[config.mk]
export PLATFORM = sky130hd
export DESIGN_NAME = hcp_meter
export DESIGN_NICKNAME = d
export VERILOG_FILES = /design/src/rtl/hcp_pkg.sv /design/src/rtl/hcp_sample_prep.sv /design/src/rtl/hcp_accum.sv /design/src/rtl/hcp_divider.sv /design/src/rtl/hcp_meter.sv
export SDC_FILE = /design/constraint.sdc
export NUM_CORES = 2
export LEC_CHECK = 0
export ABC_CLOCK_PERIOD_IN_PS = 13500
export BUFFER_PORTS_ARGS = -buffer_cell sky130_fd_sc_hd__buf_2
export CAP_MARGIN = 15
export CORE_ASPECT_RATIO = 1.75
export CORE_MARGIN = 2
export CORE_UTILIZATION = 40
export DETAILED_ROUTE_END_ITERATION = 10
export PLACE_DENSITY = 0.67
export SLEW_MARGIN = 15
export SYNTH_ARGS = -nofsm -noshare
export SYNTH_HDL_FRONTEND = slang
export SYNTH_SLANG_ARGS = --single-unit
export TNS_END_PERCENT = 1
[constraint.sdc]
create_clock -name clk -period 13.5 [get_ports clk]
set_input_delay 0 -clock clk [delete_from_list [all_inputs] [get_ports clk]]
set_output_delay 0 -clock clk [all_outputs]
set_load 0.05 [all_outputs]
[src/rtl/hcp_pkg.sv]
package hcp_pkg;

    typedef enum logic [1:0] {
        DV_IDLE = 2'd0,
        DV_RUN  = 2'd1,
        DV_DONE = 2'd2
    } dv_phase_e;

endpackage

[src/rtl/hcp_sample_prep.sv]
module hcp_sample_prep #(
    parameter int SMP_W  = 12,
    parameter int I_BIAS = 2048
) (
    input  logic [SMP_W-1:0]          v_code,
    input  logic [SMP_W-1:0]          i_code,
    output logic [2*SMP_W-1:0]        v_sq,
    output logic [2*SMP_W-1:0]        i_sq,
    output logic signed [2*SMP_W:0]   vi_prod
);
    localparam int SQ_W = 2 * SMP_W;
    localparam int PR_W = SQ_W + 1;

    logic signed [SMP_W:0] i_ctr;
    logic [SQ_W-1:0]        v_ext_sq;
    logic signed [SQ_W-1:0] i_ext_sq;
    logic signed [PR_W-1:0] v_ext_pr;
    logic signed [PR_W-1:0] i_ext_pr;

    // Remove the mid-scale bias from the current channel
    assign i_ctr    = $signed({1'b0, i_code}) - $signed((SMP_W+1)'(I_BIAS));

    assign v_ext_sq = {{SMP_W{1'b0}}, v_code};
    assign i_ext_sq = {{(SQ_W-SMP_W-1){i_ctr[SMP_W]}}, i_ctr};
    assign v_ext_pr = $signed({{(PR_W-SMP_W){1'b0}}, v_code});
    assign i_ext_pr = {{(PR_W-SMP_W-1){i_ctr[SMP_W]}}, i_ctr};

    assign v_sq    = v_ext_sq * v_ext_sq;
    assign i_sq    = i_ext_sq * i_ext_sq;
    assign vi_prod = v_ext_pr * i_ext_pr;

endmodule

[src/rtl/hcp_accum.sv]
module hcp_accum #(
    parameter int SMP_W = 12,
    parameter int CNT_W = 16,
    parameter int ACC_W = 48
) (
    input  logic                      clk,
    input  logic                      rst_n,
    input  logic                      smp_valid,
    input  logic                      half_mark,
    input  logic [2*SMP_W-1:0]        v_sq,
    input  logic [2*SMP_W-1:0]        i_sq,
    input  logic signed [2*SMP_W:0]   vi_prod,
    output logic [ACC_W-1:0]          acc_v,
    output logic [ACC_W-1:0]          acc_i,
    output logic [ACC_W-1:0]          acc_p,
    output logic [CNT_W-1:0]          acc_n
);
    localparam int SQ_W = 2 * SMP_W;
    localparam int PR_W = SQ_W + 1;

    typedef struct packed {
        logic [ACC_W-1:0] sv;
        logic [ACC_W-1:0] si;
        logic [ACC_W-1:0] sp;
        logic [CNT_W-1:0] n;
    } acc_t;

    acc_t st_d, st_q;
    acc_t base;

    logic [ACC_W-1:0] add_v, add_i, add_p;

    assign add_v = {{(ACC_W-SQ_W){1'b0}}, v_sq};
    assign add_i = {{(ACC_W-SQ_W){1'b0}}, i_sq};
    assign add_p = {{(ACC_W-PR_W){vi_prod[PR_W-1]}}, vi_prod};

    always_comb begin
        // A marker restarts the window; a coincident sample opens the new one
        base = half_mark ? '0 : st_q;
        st_d = base;
        if (smp_valid) begin
            st_d.sv = base.sv + add_v;
            st_d.si = base.si + add_i;
            st_d.sp = base.sp + add_p;
            st_d.n  = base.n + 1'b1;
        end
    end

    always_ff @(posedge clk or negedge rst_n) begin
        if (!rst_n) st_q <= '0;
        else        st_q <= st_d;
    end

    assign acc_v = st_q.sv;
    assign acc_i = st_q.si;
    assign acc_p = st_q.sp;
    assign acc_n = st_q.n;

    p_no_overflow_r11: assert property (@(posedge clk) disable iff (!rst_n)
        (smp_valid && !half_mark) |=> (st_q.sv >= $past(st_q.sv)) && (st_q.si >= $past(st_q.si)));

    p_count_room_r11: assert property (@(posedge clk) disable iff (!rst_n)
        (smp_valid && !half_mark) |-> (st_q.n != {CNT_W{1'b1}}));

    p_mark_restart_r7: assert property (@(posedge clk) disable iff (!rst_n)
        half_mark |=> (st_q.n == {{(CNT_W-1){1'b0}}, $past(smp_valid)}));

endmodule

[src/rtl/hcp_divider.sv]
module hcp_divider import hcp_pkg::*; #(
    parameter int NUM_W      = 48,
    parameter int DEN_W      = 16,
    parameter bit SIGNED_NUM = 1'b0
) (
    input  logic              clk,
    input  logic              rst_n,
    input  logic              start,
    input  logic [NUM_W-1:0]  num,
    input  logic [DEN_W-1:0]  den,
    output logic              busy,
    output logic              done,
    output logic [NUM_W-1:0]  quot
);
    localparam int STEP_W = $clog2(NUM_W);

    typedef struct packed {
        dv_phase_e         ph;
        logic [NUM_W-1:0]  acc;
        logic [DEN_W:0]    rem;
        logic [DEN_W-1:0]  dv;
        logic [STEP_W-1:0] step;
        logic              neg;
    } div_t;

    div_t st_d, st_q;

    logic             num_neg;
    logic [NUM_W-1:0] num_mag;
    logic [DEN_W:0]   trial;
    logic             fits;

    generate
        if (SIGNED_NUM) begin : g_signed
            assign num_neg = num[NUM_W-1];
        end else begin : g_unsigned
            assign num_neg = 1'b0;
        end
    endgenerate

    assign num_mag = num_neg ? (~num + 1'b1) : num;
    assign trial   = {st_q.rem[DEN_W-1:0], st_q.acc[NUM_W-1]};
    assign fits    = (trial >= {1'b0, st_q.dv});

    always_comb begin
        st_d = st_q;
        case (st_q.ph)
            DV_RUN: begin
                st_d.rem = fits ? (trial - {1'b0, st_q.dv}) : trial;
                st_d.acc = {st_q.acc[NUM_W-2:0], fits};
                if (st_q.step == '0) st_d.ph = DV_DONE;
                else                 st_d.step = st_q.step - 1'b1;
            end
            default: begin
                st_d.ph = DV_IDLE;
                if (start) begin
                    st_d.ph   = DV_RUN;
                    st_d.acc  = num_mag;
                    st_d.rem  = '0;
                    st_d.dv   = den;
                    st_d.step = STEP_W'(NUM_W - 1);
                    st_d.neg  = num_neg;
                end
            end
        endcase
    end

    always_ff @(posedge clk or negedge rst_n) begin
        if (!rst_n) st_q <= '0;
        else        st_q <= st_d;
    end

    assign busy = (st_q.ph == DV_RUN);
    assign done = (st_q.ph == DV_DONE);
    assign quot = st_q.neg ? (~st_q.acc + 1'b1) : st_q.acc;

    p_rem_below_den_r3: assert property (@(posedge clk) disable iff (!rst_n)
        (st_q.ph == DV_RUN && st_q.dv != '0) |-> (st_q.rem < {1'b0, st_q.dv}));

    p_done_single_r8: assert property (@(posedge clk) disable iff (!rst_n)
        done |=> !done);

endmodule

[src/rtl/hcp_meter.sv]
module hcp_meter #(
    parameter int SMP_W  = 12,
    parameter int CNT_W  = 16,
    parameter int ACC_W  = 48,
    parameter int I_BIAS = 2048
) (
    input  logic                     clk,
    input  logic                     rst_n,
    input  logic                     smp_valid,
    input  logic [SMP_W-1:0]         v_code,
    input  logic [SMP_W-1:0]         i_code,
    input  logic                     half_mark,
    output logic [2*SMP_W-1:0]       ms_v,
    output logic [2*SMP_W-1:0]       ms_i,
    output logic signed [2*SMP_W:0]  pwr_avg,
    output logic [CNT_W-1:0]         win_count,
    output logic                     result_valid
);
    localparam int OUT_W = 2 * SMP_W;
    localparam int PR_W  = OUT_W + 1;
    localparam int N_CH  = 3;

    logic [OUT_W-1:0]        v_sq, i_sq;
    logic signed [PR_W-1:0]  vi_prod;
    logic [ACC_W-1:0]        acc_v, acc_i, acc_p;
    logic [CNT_W-1:0]        acc_n;
    logic                    start;

    logic [ACC_W-1:0] div_num  [N_CH];
    logic [ACC_W-1:0] div_quot [N_CH];
    logic [N_CH-1:0]  div_busy;
    logic [N_CH-1:0]  div_done;

    typedef struct packed {
        logic [OUT_W-1:0] ms_v;
        logic [OUT_W-1:0] ms_i;
        logic [PR_W-1:0]  pwr;
        logic [CNT_W-1:0] cnt;
        logic             valid;
        logic             empty;
        logic [CNT_W-1:0] cnt_hold;
    } out_t;

    out_t st_d, st_q;

    hcp_sample_prep #(.SMP_W(SMP_W), .I_BIAS(I_BIAS)) prep_i (
        .v_code  (v_code),
        .i_code  (i_code),
        .v_sq    (v_sq),
        .i_sq    (i_sq),
        .vi_prod (vi_prod)
    );

    hcp_accum #(.SMP_W(SMP_W), .CNT_W(CNT_W), .ACC_W(ACC_W)) accum_i (
        .clk       (clk),
        .rst_n     (rst_n),
        .smp_valid (smp_valid),
        .half_mark (half_mark),
        .v_sq      (v_sq),
        .i_sq      (i_sq),
        .vi_prod   (vi_prod),
        .acc_v     (acc_v),
        .acc_i     (acc_i),
        .acc_p     (acc_p),
        .acc_n     (acc_n)
    );

    // A marker while the dividers run restarts accumulation only
    assign start = half_mark & ~div_busy[0];

    assign div_num[0] = acc_v;
    assign div_num[1] = acc_i;
    assign div_num[2] = acc_p;

    generate
        for (genvar g = 0; g < N_CH; g++) begin : g_div
            hcp_divider #(
                .NUM_W      (ACC_W),
                .DEN_W      (CNT_W),
                .SIGNED_NUM (g == 2)
            ) div_i (
                .clk   (clk),
                .rst_n (rst_n),
                .start (start),
                .num   (div_num[g]),
                .den   (acc_n),
                .busy  (div_busy[g]),
                .done  (div_done[g]),
                .quot  (div_quot[g])
            );
        end
    endgenerate

    always_comb begin
        st_d       = st_q;
        st_d.valid = 1'b0;
        if (div_done[0]) begin
            st_d.valid = 1'b1;
            st_d.cnt   = st_q.cnt_hold;
            st_d.ms_v  = st_q.empty ? '0 : div_quot[0][OUT_W-1:0];
            st_d.ms_i  = st_q.empty ? '0 : div_quot[1][OUT_W-1:0];
            st_d.pwr   = st_q.empty ? '0 : div_quot[2][PR_W-1:0];
        end
        if (start) begin
            st_d.empty    = (acc_n == '0);
            st_d.cnt_hold = acc_n;
        end
    end

    always_ff @(posedge clk or negedge rst_n) begin
        if (!rst_n) st_q <= '0;
        else        st_q <= st_d;
    end

    assign ms_v         = st_q.ms_v;
    assign ms_i         = st_q.ms_i;
    assign pwr_avg      = $signed(st_q.pwr);
    assign win_count    = st_q.cnt;
    assign result_valid = st_q.valid;

    p_pulse_one_r8: assert property (@(posedge clk) disable iff (!rst_n)
        result_valid |=> !result_valid);

    p_hold_r8: assert property (@(posedge clk) disable iff (!rst_n)
        !result_valid |-> ($stable(ms_v) && $stable(ms_i) && $stable(pwr_avg) && $stable(win_count)));

    p_empty_zero_r9: assert property (@(posedge clk) disable iff (!rst_n)
        (result_valid && win_count == '0) |-> (ms_v == '0 && ms_i == '0 && pwr_avg == '0));

    p_lockstep_r8: assert property (@(posedge clk) disable iff (!rst_n)
        (div_done[1] == div_done[0]) && (div_done[2] == div_done[0]) &&
        (div_busy[1] == div_busy[0]) && (div_busy[2] == div_busy[0]));

    p_mean_fits_r3: assert property (@(posedge clk) disable iff (!rst_n)
        (div_done[0] && !st_q.empty) |->
            (div_quot[0][ACC_W-1:OUT_W] == '0) && (div_quot[1][ACC_W-1:OUT_W] == '0));

    p_power_fits_r5: assert property (@(posedge clk) disable iff (!rst_n)
        (div_done[2] && !st_q.empty) |->
            (div_quot[2][ACC_W-1:PR_W-1] == '0) || (div_quot[2][ACC_W-1:PR_W-1] == '1));

endmodule

==> qor.yml <==
place:
  dpl.hpwl_um: 83100
  place_congestion: 0.931
  port_buffers: 117
  placedCellCount: 6349
logic_synthesis:
  avgSynthCellArea_sq_um: 8.91
  synth-edff-count: 0
  yosys_warnings: 0
  syn_inst: 5048
  yosysTopAreaCellShare: 0.287
  synth_top_cell_by_area: "dfrtp_1"
  syn_nets: 5757
  synth.most_common_cell: "nand2_1"
  synth-seq-area-share: 0.287
  synth_flop_cell: "dfrtp_1"
  synth_cell_types: 78
  syn-cell-area_sq_um: 45000
  ys_top_cells_by_area: "dfrtp_1 29%, fa_1 15%, ha_1 9.4%, nand2_1 5.5%, inv_1 4.5%"
  synth_common_cells: "656 x nand2_1, 538 x inv_1, 516 x dfrtp_1"
  synth-seq-cells: 516
  async_flop_share: 1.00
drt:
  wl_per_cell_um: 17.1
  vias: 33900
  first_iter_violations: 1772
  drc: 0
  via_per_inst: 5.26
  ant_nets: 0
  first_pass_iters: 5
  wl_um: 111000
clock_tree:
  cts.path.max_buffers: 3
  path_clk_slew_ps: 70
  numCtsBuffers: 54
  cts-root-buf: "clkbuf_16"
  cts_resized: 0
  htree_num_levels: 2
  clk_latency_ps: 680
  cts_tree: "done"
  clock_sinks: 516
timing:
  period_minus_slack_ps: 8960
  fin_hold_ws_ps: -26.6
  worst_slew_pin_slew_ps: 1130
  max_slew_margin: 0.245
  setup_viol: 0
  post-route-period-util: 0.663
  fin_worst_skew_ps: 67.2
  max_freq_mhz: 112
  tns_ps: 0
  hold_viol_final: 5
  finalMaxSlewViolations: 0
  rsz0062_at_grt: "false"
final_layout:
  nets: 5640
  area_delta_synth_final_pct: 6.80
  fin_cells: 6452
  final_layout_size_suffix_gt1_frac: 0.0714
critical_path:
  slowest_stage: "fa_1"
  r2r_slack_ps: 7190
  timing.rr.start: "accum_i.acc_v[6]"
  critPathRequiredTime_ps: 14080
  end_kind: "flip-flop"
  slowest_delay_ps: 550
  r2r_end: "accum_i.acc_v[30]"
  setup.worst_path.start_class: "input port"
  path_max_fanout: 26
  path_class: "in -> reg"
  path_common_cell: "a21oi_1"
  rr_worst_depth: 21
  crit_arrival_ps: 9540
die:
  rows: 162
  start_util: 0.404
  dieArea_sq_um: 115000
  core-area_sq_um: 111000
  die_h_um: 448
  io_pins: 118
  die_w_um: 258
hold_path:
  hold_class: "in -> async"
grt:
  grt_util_all_layers: 0.195
  grt-ovfl-total: 0
  grt_pass1_vias: 35300
  grt_pass1_wl_um: 182000
  grt_max_degree: 170
  antenna_found_initial: 6
status:
  violations: "negative hold slack"
  status: "complete, but fails checks"
flow_run:
  maxCapViolCount: 0
final cells by class:
type                       count  area [sq um]
antenna                        2          5.00
clock buffer                  72          1520
clock inverter                27           317
fill                       11000         63400
inverter                     542          2030
multi-input combinational   3669         28600
sequential                   516         12900
tap                         1476          1850
timing repair buffer         148           857
sequential cells by signal, indices dropped and copies added, names as in the netlist:
register / cells
pwr_avg: 25
accum_i.acc_v: 48
ms_i: 24
accum_i.acc_i: 48
g_div.div_i.st_q: 249
ms_v: 24
result_valid: 1
win_count: 16
accum_i.acc_p: 48
accum_i.acc_n: 16
st_q: 17
stage by stage:
stage,utilization,setup slack (ps),area (sq um)
floorplan,-,5110,45000
global placement,0.414,4030,46200
detailed placement,0.414,3920,46200
CTS,0.431,4570,48000
global route,0.431,3960,48000
finish,0.431,4540,48000
worst max-delay path: cells and delay by family:
family                     cells  cell delay (ps)
AOI/OAI and AO/OA             17             3880
adders and majority gates      9             3530
and+or+nand+nor                5             1330
buffers and inverters          5              510
xor gates and xnor gates       2              270
logic make-up (layout without fill, tap and decap cells):
| family | after synthesis | in the layout | share of synthesized area |
|---|---|---|---|
| AOI/OAI and AO/OA | 934 | 934 | 0.123 |
| xor gates and xnor gates | 280 | 280 | 0.0548 |
| adders and majority gates | 681 | 681 | 0.246 |
| buffers and inverters | 863 | 789 | 0.0795 |
| DFF | 516 | 516 | 0.287 |
| muxes | 174 | 174 | 0.0408 |
| other | 1 | 3 | 0.0000833 |
| and+or+nand+nor | 1599 | 1599 | 0.168 |
per-layer routing:
layer  track usage  share of wire  vias to the layer above
met3        0.0175          0.031                      224
li1              -              -                    16300
met2         0.365           0.53                      640
met4        0.0901          0.048                        4
met5             0        0.00013                        -
met1         0.221           0.40                    16700
placed cells by master (no fill, tap or decap), types with 22 or more instances in the layout:
cell type / synthesis / routed
mux2i_1: 100 / 100
nand4_1: 37 / 37
o31ai_1: 31 / 31
nand3_1: 101 / 101
xor2_1: 122 / 122
a21o_1: 57 / 57
a31oi_1: 61 / 61
a21oi_1: 211 / 211
nand2b_1: 84 / 82
dfrtp_1: 516 / 515
nor2b_1: 138 / 136
fa_1: 342 / 342
and2_1: 128 / 128
buf_2: 2 / 114
and3_1: 30 / 30
or3_1: 26 / 26
o211ai_1: 22 / 22
nor3_1: 53 / 53
buf_4: 89 / 29
inv_1: 538 / 538
nand2_1: 656 / 655
o21ai_0: 397 / 397
clkbuf_16: 0 / 54
mux2_2: 74 / 74
ha_1: 339 / 339
o21a_1: 22 / 22
xnor2_1: 157 / 157
nor2_1: 280 / 277
timing repair:
action / 4_1_cts / 5_1_grt
buffers inserted: 0 / 0
hold buffers: 2 / 0
endpoints found under the hold margin: 114 / 0
how the worst max path moves through the flow:
stage	end	cells past startpoint	from
2_1_floorplan	accum_i.acc_p[42]	38	i_code[3]
3_3_place_gp	accum_i.acc_p[44]	38	v_code[2]
3_5_place_dp	accum_i.acc_p[44]	38	v_code[2]
4_1_cts	accum_i.acc_p[44]	38	v_code[2]
5_1_grt	accum_i.acc_p[44]	38	v_code[2]
6_report	accum_i.acc_p[44]	38	v_code[2]
Power is left out: the tool's default activity adds up to more than one toggle a clock period on the data nets, which glitch-free logic cannot reach.
